--- config.mk ---
export PLATFORM = sky130hd
export DESIGN_NAME = static_order_dispatch
export DESIGN_NICKNAME = d
export VERILOG_FILES = /design/src/rtl/sod_pkg.sv /design/src/rtl/sod_table.sv /design/src/rtl/sod_cursor.sv /design/src/rtl/sod_stall.sv /design/src/rtl/static_order_dispatch.sv
export SDC_FILE = /design/constraint.sdc
export NUM_CORES = 1
export LEC_CHECK = 0
export BUFFER_PORTS_ARGS = -buffer_cell sky130_fd_sc_hd__clkbuf_2
export CORE_ASPECT_RATIO = 1.5
export CORE_UTILIZATION = 30
export DETAILED_ROUTE_END_ITERATION = 7
export PLACE_DENSITY = 0.46
export SETUP_SLACK_MARGIN = 0.15
export SLEW_MARGIN = 20
export SYNTH_ARGS = -nofsm -noshare
export SYNTH_HDL_FRONTEND = slang
export SYNTH_SLANG_ARGS = --single-unit
--- constraint.sdc ---
create_clock -name clk -period 8.62 [get_ports clk]
set_input_delay 1.293 -clock clk [delete_from_list [all_inputs] [get_ports clk]]
set_output_delay 1.293 -clock clk [all_outputs]
set_load 0.005 [all_outputs]
--- src/rtl/sod_pkg.sv ---
package sod_pkg;
    localparam int DEF_ACTORS  = 8;
    localparam int DEF_DEPTH   = 16;
    localparam int DEF_STALL_W = 8;

    typedef enum logic {
        MODE_RUN  = 1'b0,
        MODE_LOAD = 1'b1
    } sod_mode_e;

    typedef struct packed {
        logic fire;
        logic wait_cyc;
    } sod_decision_t;
endpackage

--- src/rtl/sod_table.sv ---
module sod_table #(
    parameter int DEPTH = 16,
    parameter int ID_W  = 3,
    localparam int PTR_W = $clog2(DEPTH)
) (
    input  logic             clk,
    input  logic             rst,
    input  logic             wr_en,
    input  logic [PTR_W-1:0] wr_addr,
    input  logic [ID_W-1:0]  wr_id,
    input  logic [PTR_W-1:0] rd_addr,
    output logic [ID_W-1:0]  rd_id
);
    logic [ID_W-1:0] slots [DEPTH];

    for (genvar g = 0; g < DEPTH; g++) begin : g_slot
        always_ff @(posedge clk) begin
            if (rst) begin
                slots[g] <= '0;
            end else if (wr_en && wr_addr == PTR_W'(g)) begin
                slots[g] <= wr_id;
            end
        end
    end

    assign rd_id = slots[rd_addr];
endmodule

--- src/rtl/sod_cursor.sv ---
module sod_cursor #(
    parameter int DEPTH = 16,
    localparam int PTR_W = $clog2(DEPTH),
    localparam int LEN_W = $clog2(DEPTH + 1)
) (
    input  logic             clk,
    input  logic             rst,
    input  logic             advance,
    input  logic             restart,
    input  logic [LEN_W-1:0] new_len,
    output logic [PTR_W-1:0] pos
);
    logic [LEN_W-1:0] len_q;
    logic [LEN_W-1:0] len_clamped;
    logic             at_last;

    always_comb begin
        if (new_len == '0)
            len_clamped = LEN_W'(1);
        else if (new_len > LEN_W'(DEPTH))
            len_clamped = LEN_W'(DEPTH);
        else
            len_clamped = new_len;
    end

    assign at_last = ({1'b0, pos} == (len_q - LEN_W'(1)));

    always_ff @(posedge clk) begin
        if (rst) begin
            len_q <= LEN_W'(1);
            pos   <= '0;
        end else if (restart) begin
            len_q <= len_clamped;
            pos   <= '0;
        end else if (advance) begin
            pos <= at_last ? '0 : pos + PTR_W'(1);
        end
    end

    assert_pos_in_range_R4: assert property (@(posedge clk) disable iff (rst)
        ({1'b0, pos} < len_q));
    assert_restart_home_R9: assert property (@(posedge clk) disable iff (rst)
        restart |=> (pos == '0));
endmodule

--- src/rtl/sod_stall.sv ---
module sod_stall #(
    parameter int W = 8
) (
    input  logic         clk,
    input  logic         rst,
    input  logic         waiting,
    output logic [W-1:0] count
);
    localparam logic [W-1:0] TOP = '1;

    always_ff @(posedge clk) begin
        if (rst)
            count <= '0;
        else if (!waiting)
            count <= '0;
        else if (count != TOP)
            count <= count + W'(1);
    end

    assert_stall_step_R10: assert property (@(posedge clk) disable iff (rst)
        (count != '0 && count != TOP && !$past(rst)) |-> (count == $past(count) + W'(1)));
    assert_stall_sat_R10: assert property (@(posedge clk) disable iff (rst)
        (waiting && count == TOP) |=> (count == TOP));
endmodule

--- src/rtl/static_order_dispatch.sv ---
module static_order_dispatch
    import sod_pkg::*;
#(
    parameter int N_ACTORS = DEF_ACTORS,
    parameter int DEPTH    = DEF_DEPTH,
    parameter int STALL_W  = DEF_STALL_W,
    localparam int ID_W  = $clog2(N_ACTORS),
    localparam int PTR_W = $clog2(DEPTH),
    localparam int LEN_W = $clog2(DEPTH + 1)
) (
    input  logic                clk,
    input  logic                rst,
    input  logic [N_ACTORS-1:0] ready_vec,
    input  logic                proc_idle,
    input  logic                reconf_req,
    input  logic                load_we,
    input  logic [PTR_W-1:0]    load_addr,
    input  logic [ID_W-1:0]     load_actor,
    input  logic                load_commit,
    input  logic [LEN_W-1:0]    load_len,
    output logic                start,
    output logic [ID_W-1:0]     start_actor,
    output logic                quiescent,
    output logic [STALL_W-1:0]  stall_cycles
);
    sod_mode_e      mode_q;
    sod_decision_t  dec;
    logic [PTR_W-1:0] pos;
    logic [ID_W-1:0]  cur_id;
    logic             slot_free;
    logic             commit_now;

    assign commit_now = (mode_q == MODE_LOAD) && load_commit;

    sod_table #(.DEPTH(DEPTH), .ID_W(ID_W)) u_table (
        .clk     (clk),
        .rst     (rst),
        .wr_en   (load_we && mode_q == MODE_LOAD),
        .wr_addr (load_addr),
        .wr_id   (load_actor),
        .rd_addr (pos),
        .rd_id   (cur_id)
    );

    sod_cursor #(.DEPTH(DEPTH)) u_cursor (
        .clk     (clk),
        .rst     (rst),
        .advance (dec.fire),
        .restart (commit_now),
        .new_len (load_len),
        .pos     (pos)
    );

    // the processor may start work only if idle and no strobe is in flight
    assign slot_free = (mode_q == MODE_RUN) && !reconf_req && proc_idle && !start;

    always_comb begin
        dec.fire     = slot_free && ready_vec[cur_id];
        dec.wait_cyc = slot_free && !ready_vec[cur_id];
    end

    sod_stall #(.W(STALL_W)) u_stall (
        .clk     (clk),
        .rst     (rst),
        .waiting (dec.wait_cyc),
        .count   (stall_cycles)
    );

    always_ff @(posedge clk) begin
        if (rst) begin
            mode_q      <= MODE_LOAD;
            start       <= 1'b0;
            start_actor <= '0;
        end else begin
            start <= dec.fire;
            if (dec.fire)
                start_actor <= cur_id;
            case (mode_q)
                MODE_RUN:  if (reconf_req && proc_idle && !start) mode_q <= MODE_LOAD;
                MODE_LOAD: if (load_commit) mode_q <= MODE_RUN;
                default:   mode_q <= MODE_LOAD;
            endcase
        end
    end

    assign quiescent = (mode_q == MODE_LOAD);

    assert_start_after_idle_R6: assert property (@(posedge clk) disable iff (rst)
        (start && !$past(rst)) |-> $past(proc_idle));
    assert_single_strobe_R6: assert property (@(posedge clk) disable iff (rst)
        start |=> !start);
    assert_quiet_blocks_R7: assert property (@(posedge clk) disable iff (rst)
        quiescent |-> !start);
    assert_stall_clear_R10: assert property (@(posedge clk) disable iff (rst)
        start |-> (stall_cycles == '0));
    assert_commit_leaves_R9: assert property (@(posedge clk) disable iff (rst)
        (quiescent && load_commit) |=> !quiescent);
endmodule

==> results.md, run 1 <==
* Async set-reset flop share out of synthesis at 0%
* Worst-path maximum fanout at 14
* Final Hold Fails at 0
* Antenna-violating nets left at 0
* Synth unique cells at 54
* Initial core utilization at 30.87%
* CP required at 8840 ps
* Crit Path Class: reg -> reg
* Post-CTS Setup Repair Bufs at 0
* Layout cell share with drive strength beyond 1 at 19.57%
* GRT Total Usage at 15.10%
* Power, Total at 0.8404 mW
* Endpoints failing setup at 0
* Final min period at 3515 ps
* RSZ-0062 raised after global routing: false
* CTS buffer count at 9
* Post-cts resize count at 0
* Via count at 2,773
* Synthesized flop and latch total at 74
* Cts hold-fix bufs at 0
* Drt drc at 0
* Vias in the first global route at 2,765
* Post-synth EDFFs at 48
* Measured slew at the worst slew-check pin at 983.9 ps
* Max Clk Rate at 284.5 MHz
* Syn nets at 370
* Post-synthesis sequential area ratio at 50.55%
* H-tree levels at 3
* Final Util at 35.43%
* Clock Tree Root: clkbuf_16
* Hold Crit Start: start_actor[2]
* Mapped Cells at 341
* Fin Setup TNS at 0 ps
* FF-to-FF End: start_actor[1]
* Clock power share at 45.1%
* Critical path endpoint category: flip-flop
* Sw Pwr at 0.2018 mW
* Pint at 0.6386 mW
* Tcrit/Tclk final at 40.78%
* Max cap viols at 0
* Outcome: finished, final reports clean
* Routed wire per std cell at 17.92 um
* Leak at 1.777 nW
* Detailed Routing Iterations Pass 1 at 4
* Worst Path Arrival at 3740 ps
* VDD IR-drop max at 0.00008592 V
* Ports at 39
* Reg2reg path depth at 7
* Pre-CTS setup slack at 5050 ps
* Ys Warns at 0
* Power Dens Cells at 188.6 nW/um2
* WL final at 9.480 mm
* Initial antenna violation count at 0
* Top FF cell, synth: edfxtp_1
* Clk slew on worst S/H paths at 60 ps
* Nets at 397
* Setup ws final at 5105 ps
* DIE AREA at 13,410 um2
* Synth Cell Area at 3881 um2
* Pins Over Slew Limit at 0
* FP Rows at 50
* HP Class: reg -> reg
* P&R area growth vs syn at 14.80%
* TritonCTS clock tree: built
* Die X at 94.87 um
* Gpl congestion at 0.7505
* Avg Synthesized Cell Area at 11.38 um2
* Hold EP: start_actor[2]
* Vert. Die Dim at 141.3 um
* # clock sinks at 74
* First-pass GRT wire length at 14.87 mm
* Sw frac at 24.01%
* Clk Latency, worst-skew pair at 340 ps
* Worst setup SP type: flip-flop
* FF-to-FF setup slack at 5100 ps
* DP HPWL at 6.948 mm
* Global route overflow at 0
* Drt via density at 5.242
* Detailed Route Iter0 Violations at 76
* Logic pwr share at 8.0%
* ANT cells at 0
* FILL cells at 1,257
* Clk_skew at 6.751 ps
* Clock buffer depth at 2
* Relative slew slack at 33.90%
* Input/output buffers at 38
* Power share of the sequential group at 46.9%
* Core ar. at 12,570 um2
* Hold Path Cell Cnt at 2
* Largest net degree at the start of global routing at 36
per-stage QoR:
| stage | cell area (um2) | hold WS [ps] | cells |
|---|---|---|---|
| 4_1_cts | 4456 | 476.2 | 529 |
| 3_5_place_dp | 4160 | 468.0 | 513 |
| 2_1_floorplan | 3881 | 449.3 | 341 |
| 6_report | 4456 | 472.1 | 529 |
| 3_3_place_gp | 4160 | 466.5 | 513 |
| 5_1_grt | 4456 | 494.0 | 529 |
synthesized netlist by cell type, types with 3 or more instances:
| library cell | count | area share (%) |
|---|---|---|
| nor2_1 | 18 | 1.7 |
| nor3b_1 | 3 | 0.58 |
| a21o_1 | 8 | 1.5 |
| edfxtp_1 | 48 | 37 |
| o21bai_1 | 8 | 1.5 |
| ha_1 | 3 | 0.97 |
| a21oi_1 | 13 | 1.7 |
| dfxtp_1 | 26 | 13 |
| o21ai_0 | 4 | 0.52 |
| o31ai_1 | 3 | 0.58 |
| nor2b_1 | 8 | 1.3 |
| xnor2_1 | 7 | 1.6 |
| nor3_1 | 14 | 1.8 |
| mux2i_1 | 11 | 2.8 |
| inv_1 | 4 | 0.39 |
| o2111ai_1 | 3 | 0.68 |
| nand2_1 | 13 | 1.3 |
| mux4_2 | 11 | 6.4 |
| and3_1 | 49 | 7.9 |
| o211ai_1 | 4 | 0.77 |
| nor4_1 | 4 | 0.64 |
| nand3_1 | 7 | 0.90 |
| nand4_1 | 7 | 1.1 |
| clkbuf_1 | 19 | 1.8 |
| nand2b_1 | 8 | 1.3 |
| a22oi_1 | 3 | 0.58 |
power by group through the flow:
| stage | Sequential [mW] | Combinational [mW] | Clock, mW |
|---|---|---|---|
| global route | 0.395 | 0.0747 | 0.399 |
| CTS | 0.395 | 0.0684 | 0.385 |
| finish | 0.394 | 0.0673 | 0.379 |
| detailed placement | 0.402 | 0.0681 | 0 |
| global placement | 0.403 | 0.0675 | 0 |
| floorplan | 0.398 | 0.0467 | 0 |
area by class of cell:
cell class | count | area [um2] | share of cell area (%)
flip-flops and latches | 74 | 1962 | 44.03
clock inverters | 6 | 66.31 | 1.488
inverters | 4 | 15.01 | 0.3370
repair buffers | 40 | 205.2 | 4.605
well taps | 156 | 195.2 | 4.381
multi-input cells | 239 | 1783 | 40.02
clock buffers | 10 | 229.0 | 5.139
worst max-delay path by stage:
stage | to | slack [ps]
2_1_floorplan | start_actor[1] | 5710
3_3_place_gp | start_actor[1] | 5190
3_5_place_dp | start_actor[1] | 5050
4_1_cts | start_actor[1] | 5040
5_1_grt | start_actor[1] | 4890
6_report | start_actor[1] | 5100
cell families (layout without fill, tap and decap cells):
family | Yosys count | in the layout | synth area share [%]
and+or+nand+nor | 141 | 141 | 20.50
DFF | 74 | 74 | 50.55
AOI/OAI and AO/OA | 61 | 61 | 11.90
buffers and inverters | 28 | 60 | 3.514
muxes | 26 | 26 | 10.77
xor gates and xnor gates | 8 | 8 | 1.805
adders and majority gates | 3 | 3 | 0.9672
per-layer routing:
metal	wire length, um	vias to the layer above	share of wire, %	track usage [%]
met4	172	0	1.8	6.220
li1	-	1361	-	-
met5	0	-	0	0
met1	3937	1349	42	16.87
met3	304	12	3.2	3.162
met2	5066	51	53	27.22
worst max-delay path: stages, from the launching register on:
cell	delay, ps
dfxtp_1	900
mux4_2	610
mux4_2	560
a21boi_0	170
o2111a_1	160
or2_1	320
nor3_4	340
mux2_4	330
registers in the layout, indices dropped and copies added, names as in the netlist, named ones only:
register,flops
u_table.slots,48
u_stall.count,8
u_cursor.len_q,5
u_cursor.pos,4
start_actor,3
quiescent,1
start,1
cells in the final DEF (no fill, tap or decap), types with 2 or more instances in the layout:
cell type	instances
nand2_1	13
mux4_2	11
nand2b_1	8
nor3_1	14
inv_1	4
mux2i_1	11
clkbuf_16	9
and2_1	2
o2111ai_1	3
or3_1	2
a211o_1	2
dfxtp_1	26
a22o_1	2
o31ai_1	3
buf_4	2
nor3b_1	3
o211ai_1	4
nor2b_1	8
edfxtp_1	48
a22oi_1	3
o2111a_1	2
ha_1	3
o21ai_0	4
nor2_1	18
a21oi_1	13
a21o_1	8
and3_1	49
nand4_1	7
o21bai_1	8
xnor2_1	7
clkinvlp_4	3
nor4_1	4
clkbuf_2	38
nand3_1	7
Note: power is estimated with default switching activity, not from simulation.
==> run 2, diff against run 1 <==
Clock period 8.62 ns to 3.5 ns, I/O delays scaled along.
==> results.md, run 2 (synthesis gave the netlist of run 1 again) <==
* Outcome: finished, final reports clean (unchanged)
* Ports at 39 (unchanged)
* CP required at 3720 ps (was 8840 ps)
* Vias in the first global route at 2,825 (was 2,765)
* Detailed Route Iter0 Violations at 89 (was 76)
* Power Dens Cells at 472.5 nW/um2 (was 188.6 nW/um2)
* Critical path endpoint category: flip-flop (unchanged)
* DIE AREA at 13,410 um2 (unchanged)
* First-pass GRT wire length at 15.04 mm (was 14.87 mm)
* Via count at 2,769 (was 2,773)
* H-tree levels at 3 (unchanged)
* Critical path buffers and inverters at 1 (was 0)
* Most frequent cells in the layout: and3_1 (49), edfxtp_1 (48), clkbuf_2 (38) (unchanged)
* Crit Path Class: reg -> reg (unchanged)
* Routed wire per std cell at 17.85 um (was 17.92 um)
* Nets at 401 (was 397)
* Number of flip-flops in the largest register at 48 (unchanged)
* Pins Over Slew Limit at 0 (unchanged)
* Initial antenna violation count at 0 (unchanged)
* Layout cell share with drive strength beyond 1 at 20.42% (was 19.57%)
* Input/output buffers at 38 (unchanged)
* Leak at 1.820 nW (was 1.777 nW)
* Endpoints failing setup at 0 (unchanged)
* Die X at 94.87 um (unchanged)
* Clock Tree Root: clkbuf_16 (unchanged)
* Worst-path maximum fanout at 14 (unchanged)
* Antenna-violating nets left at 0 (unchanged)
* Max Clk Rate at 325.0 MHz (was 284.5 MHz)
* Worst path slowest cell: mux4_2 (was dfxtp_1)
* Delay-heaviest family, CP: multiplexers (unchanged)
* Relative slew slack at 41.33% (was 33.90%)
* Vert. Die Dim at 141.3 um (unchanged)
* Initial core utilization at 30.87% (unchanged)
* Max stage delay on crit path at 570 ps (was 900 ps)
* Global route overflow at 0 (unchanged)
* Tcrit/Tclk final at 87.91% (was 40.78%)
* HP Class: in -> reg (was reg -> reg)
* Fin Setup TNS at 0 ps (unchanged)
* RSZ-0062 raised after global routing: false (unchanged)
* Top Registers: u_table.slots x48, u_stall.count x8, u_cursor.len_q x5 (unchanged)
* Clk_skew at 12.14 ps (was 6.751 ps)
* Worst setup SP type: flip-flop (unchanged)
* Largest net degree at the start of global routing at 36 (unchanged)
* DP HPWL at 7.033 mm (was 6.948 mm)
* Clk slew on worst S/H paths at 60 ps (about the same)
* FILL cells at 1,255 (was 1,257)
* P&R area growth vs syn at 16.22% (was 14.80%)
* Design area at 4511 um2 (was 4456 um2)
* Clk Latency, worst-skew pair at 340 ps (about the same)
* WL final at 9.515 mm (was 9.480 mm)
* Clock buffer depth at 2 (unchanged)
* VDD IR-drop max at 0.0002465 V (was 0.00008592 V)
* Final Hold Fails at 0 (unchanged)
* Top reg by flops: u_table.slots (unchanged)
* Measured slew at the worst slew-check pin at 876.9 ps (was 983.9 ps)
* # clock sinks at 74 (unchanged)
* DP Area at 4190 um2 (was 4160 um2)
* Max cap viols at 0 (unchanged)
* Cell mode on critical path: mux4_2 (unchanged)
* Core ar. at 12,570 um2 (unchanged)
* Gpl congestion at 0.7621 (was 0.7505)
* Detailed Routing Iterations Pass 1 at 5 (was 4)
* Post-cts resize count at 0 (unchanged)
* Commonest non-fill, non-tap cell in the layout: and3_1 (unchanged)
* Cts hold-fix bufs at 0 (unchanged)
* GRT Total Usage at 15.26% (was 15.10%)
* CTS buffer count at 9 (unchanged)
* Worst Path Arrival at 3290 ps (was 3740 ps)
* TritonCTS clock tree: built (unchanged)
* Drt drc at 0 (unchanged)
* Post-CTS Setup Repair Bufs at 0 (unchanged)
* Power, Total at 2.131 mW (was 0.8404 mW)
* FP Rows at 50 (unchanged)
* ANT cells at 0 (unchanged)
* Cells along the critical path: buf_4 > mux4_2 > mux4_2 > a21boi_0 > o2111a_1 > or2_1 > nor3_4 > mux2_4 (was mux4_2 > mux4_2 > a21boi_0 > o2111a_1 > or2_1 > nor3_4 > mux2_4)
* Drt via density at 5.195 (was 5.242)
* Final min period at 3077 ps (was 3515 ps)
## run 2: worst paths after layout
kind | slack (ps) | startpoint | cells after the start | to
max | 420 | flip-flop | 8 | start_actor[1]
min | 470 | load_commit | 3 | u_cursor.len_q[4]
max reg2reg | 420 | flip-flop | 8 | start_actor[1]
min reg2reg | 470 | start_actor[2] | 2 | start_actor[2]
## run 2: area by class of cell
type	count	area (um2)	share of cell area, %
clock buffer	10	229.0	5.076
clock inverter	6	91.34	2.025
inverter	4	15.01	0.3329
multi-input combinational	239	1783	39.53
sequential	74	1962	43.50
tap	156	195.2	4.327
timing repair buffer	44	235.2	5.215
## run 2: stage by stage
stage,std cells,hold WS [ps],utilization (%),worst slack (ps)
floorplan,341,449.3,-,589.2
global placement,517,467.0,33.32,467.5
detailed placement,517,466.6,33.32,413.0
CTS,533,455.3,35.87,403.2
global route,533,480.8,35.87,244.8
finish,533,467.0,35.87,423.1
## run 2: metal layers
metal	global-route usage [%]	wire length [um]
met1	16.96	3881
met2	27.57	5175
met3	2.144	295
met4	7.974	162
met5	0	0
## run 2: power breakdown
group,leakage [nW],switching (mW),internal [mW]
registers,0.712,0.0151,0.955
clock network,0.157,0.363,0.628
logic,0.951,0.104,0.0663
total,1.82,0.482,1.65
## run 2: worst reg2reg max path, stage by stage, from the launching register on
cell and delay [ps]:
dfxtp_1 300, buf_4 260, mux4_2 540, mux4_2 570
a21boi_0 160, o2111a_1 160, or2_1 310, nor3_4 320
mux2_4 330
==> run 3, diff against run 2 <==
Settings changed: CORE_UTILIZATION 30 to 50, PLACE_DENSITY 0.46 to 0.69.
==> results.md, run 3 (synthesis gave the netlist of run 1 again) <==
* VDD IR-drop max at 0.0002750 V (was 0.0002465 V)
* Drt drc at 0 (unchanged)
* Layout cell share with drive strength beyond 1 at 20.16% (was 20.42%)
* Clock Tree Root: clkbuf_16 (unchanged)
* Nets at 401 (unchanged)
* FILL cells at 624 (was 1,255)
* Vert. Die Dim at 109.9 um (was 141.3 um)
* First-pass GRT wire length at 12.72 mm (was 15.04 mm)
* Clk_skew at 6.920 ps (was 12.14 ps)
* Routed wire per std cell at 17.06 um (was 17.85 um)
* Multi-input logic area at 1783 um2 (unchanged)
* Fin Setup TNS at 0 ps (unchanged)
* Hold Path Cell Cnt at 2 (was 3)
* GRT Total Usage at 22.05% (was 15.26%)
* CP required at 3730 ps (was 3720 ps)
* Top reg by flops: u_table.slots (unchanged)
* Final Hold Fails at 0 (unchanged)
* Gpl congestion at 0.8004 (was 0.7621)
* Via count at 2,795 (was 2,769)
* Ports at 39 (unchanged)
* Detailed Route Iter0 Violations at 143 (was 89)
* TritonCTS clock tree: built (unchanged)
* Most frequent cells in the layout: and3_1 (49), edfxtp_1 (48), clkbuf_2 (38) (unchanged)
* Clk slew on worst S/H paths at 60 ps (about the same)
* Global route overflow at 0 (unchanged)
* DP HPWL at 5.903 mm (was 7.033 mm)
* Core ar. at 7564 um2 (was 12,570 um2)
* Detailed Routing Iterations Pass 1 at 4 (was 5)
* Pins Over Slew Limit at 0 (unchanged)
* RSZ-0062 raised after global routing: false (unchanged)
* Largest net degree at the start of global routing at 35 (was 36)
* # clock sinks at 74 (unchanged)
* Cells along the critical path: buf_4 > mux4_2 > mux4_2 > and3_1 > o2111a_1 > or2_1 > nor3_4 > mux2_4 (was buf_4 > mux4_2 > mux4_2 > a21boi_0 > o2111a_1 > or2_1 > nor3_4 > mux2_4)
* Final min period at 3120 ps (was 3077 ps)
* Input/output buffers at 38 (unchanged)
* Measured slew at the worst slew-check pin at 891.0 ps (was 876.9 ps)
* H-tree levels at 3 (unchanged)
* Max cap viols at 0 (unchanged)
* Die X at 73.94 um (was 94.87 um)
* Crit Path Class: reg -> reg (unchanged)
* Number of flip-flops in the largest register at 48 (unchanged)
* Critical path depth at 8 (unchanged)
* Initial core utilization at 51.32% (was 30.87%)
* Vias in the first global route at 2,538 (was 2,825)
* Initial antenna violation count at 0 (unchanged)
* Clock buffer depth at 2 (unchanged)
* Leak at 1.817 nW (was 1.820 nW)
* Reg2reg path depth at 8 (unchanged)
* Hold Crit Start: load_len[4] (was load_commit)
* Endpoints failing setup at 0 (unchanged)
* ANT cells at 0 (unchanged)
* WL final at 8.172 mm (was 9.515 mm)
* Post-CTS Setup Repair Bufs at 0 (unchanged)
* DIE AREA at 8126 um2 (was 13,410 um2)
* Drt via density at 5.835 (was 5.195)
* Max Clk Rate at 320.6 MHz (was 325.0 MHz)
* P&R area growth vs syn at 14.44% (was 16.22%)
* FP Rows at 39 (was 50)
* Final Util at 58.73% (was 35.87%)
* Post-cts resize count at 0 (unchanged)
* CTS buffer count at 9 (unchanged)
* Worst Path Arrival at 3350 ps (was 3290 ps)
* Cell mode on critical path: mux4_2 (unchanged)
* Max stage delay on crit path at 560 ps (was 570 ps)
* Delay-heaviest family, CP: multiplexers (unchanged)
* Critical path endpoint category: flip-flop (unchanged)
* Worst setup SP type: flip-flop (unchanged)
* Storage element area at 1962 um2 (unchanged)
* Power Dens Cells at 476.9 nW/um2 (was 472.5 nW/um2)
* Worst-path maximum fanout at 14 (unchanged)
* Outcome: finished, final reports clean (unchanged)
* Tcrit/Tclk final at 89.13% (was 87.91%)
* Relative slew slack at 40.14% (was 41.33%)
* Antenna-violating nets left at 0 (unchanged)
* Commonest non-fill, non-tap cell in the layout: and3_1 (unchanged)
* Worst path slowest cell: mux4_2 (unchanged)
* HP Class: in -> reg (unchanged)
* Cts hold-fix bufs at 0 (unchanged)
* Top Registers: u_table.slots x48, u_stall.count x8, u_cursor.len_q x5 (unchanged)
* Critical path buffers and inverters at 1 (unchanged)
* Clk Latency, worst-skew pair at 340 ps (about the same)
run 3: changes by cell type in the layout (fill, tap and decap cells not counted):
cell,change
clkinv_1,+1
clkinv_2,-1
run 3: path summary, 6_finish.rpt:
path / to / slack [ps]
setup reg to reg: start_actor[1] / 380
hold reg to reg: start_actor[2] / 470
hold / removal: u_cursor.len_q[0] / 460
setup / recovery: start_actor[1] / 380
run 3: final cells by class:
type                    count  share of cell area [%]
clock buffers              10                   5.155
flip-flops and latches     74                   44.17
repair buffers             44                   5.296
well taps                 102                   2.873
clock inverters             6                   2.028
multi-input cells         239                   40.14
inverters                   4                  0.3380
run 3: where the power goes:
part	switching (mW)	internal (mW)	leakage, nW
Clock	0.357	0.626	0.155
Sequential	0.0135	0.955	0.712
Combinational	0.100	0.0659	0.950
Total	0.471	1.65	1.82
run 3: per-layer routing:
metal	wire length (um)	GRT usage, %	vias up
met5	0	0	-
met4	211	11.95	0
met3	304	3.666	15
met2	4491	39.87	68
met1	3166	23.94	1327
li1	-	-	1385
run 3: worst register-to-register path: stages (launching register included):
cell      delay (ps)
dfxtp_1          310
buf_4            260
mux4_2           540
mux4_2           560
and3_1           200
o2111a_1         130
or2_1            340
nor3_4           330
mux2_4           330
run 3: stage by stage:
| stage | setup WS, ps | instances | cell area (um2) | hold WS, ps | power [mW] |
|---|---|---|---|---|---|
| floorplan | 589.2 | 341 | 3881 | 449.3 | 1.095 |
| global placement | 467.8 | 463 | 4123 | 465.9 | 1.150 |
| detailed placement | 374.6 | 463 | 4123 | 466.1 | 1.153 |
| CTS | 361.9 | 479 | 4442 | 446.2 | 2.134 |
| global route | 248.6 | 479 | 4442 | 464.6 | 2.185 |
| finish | 380.4 | 479 | 4442 | 455.7 | 2.118 |
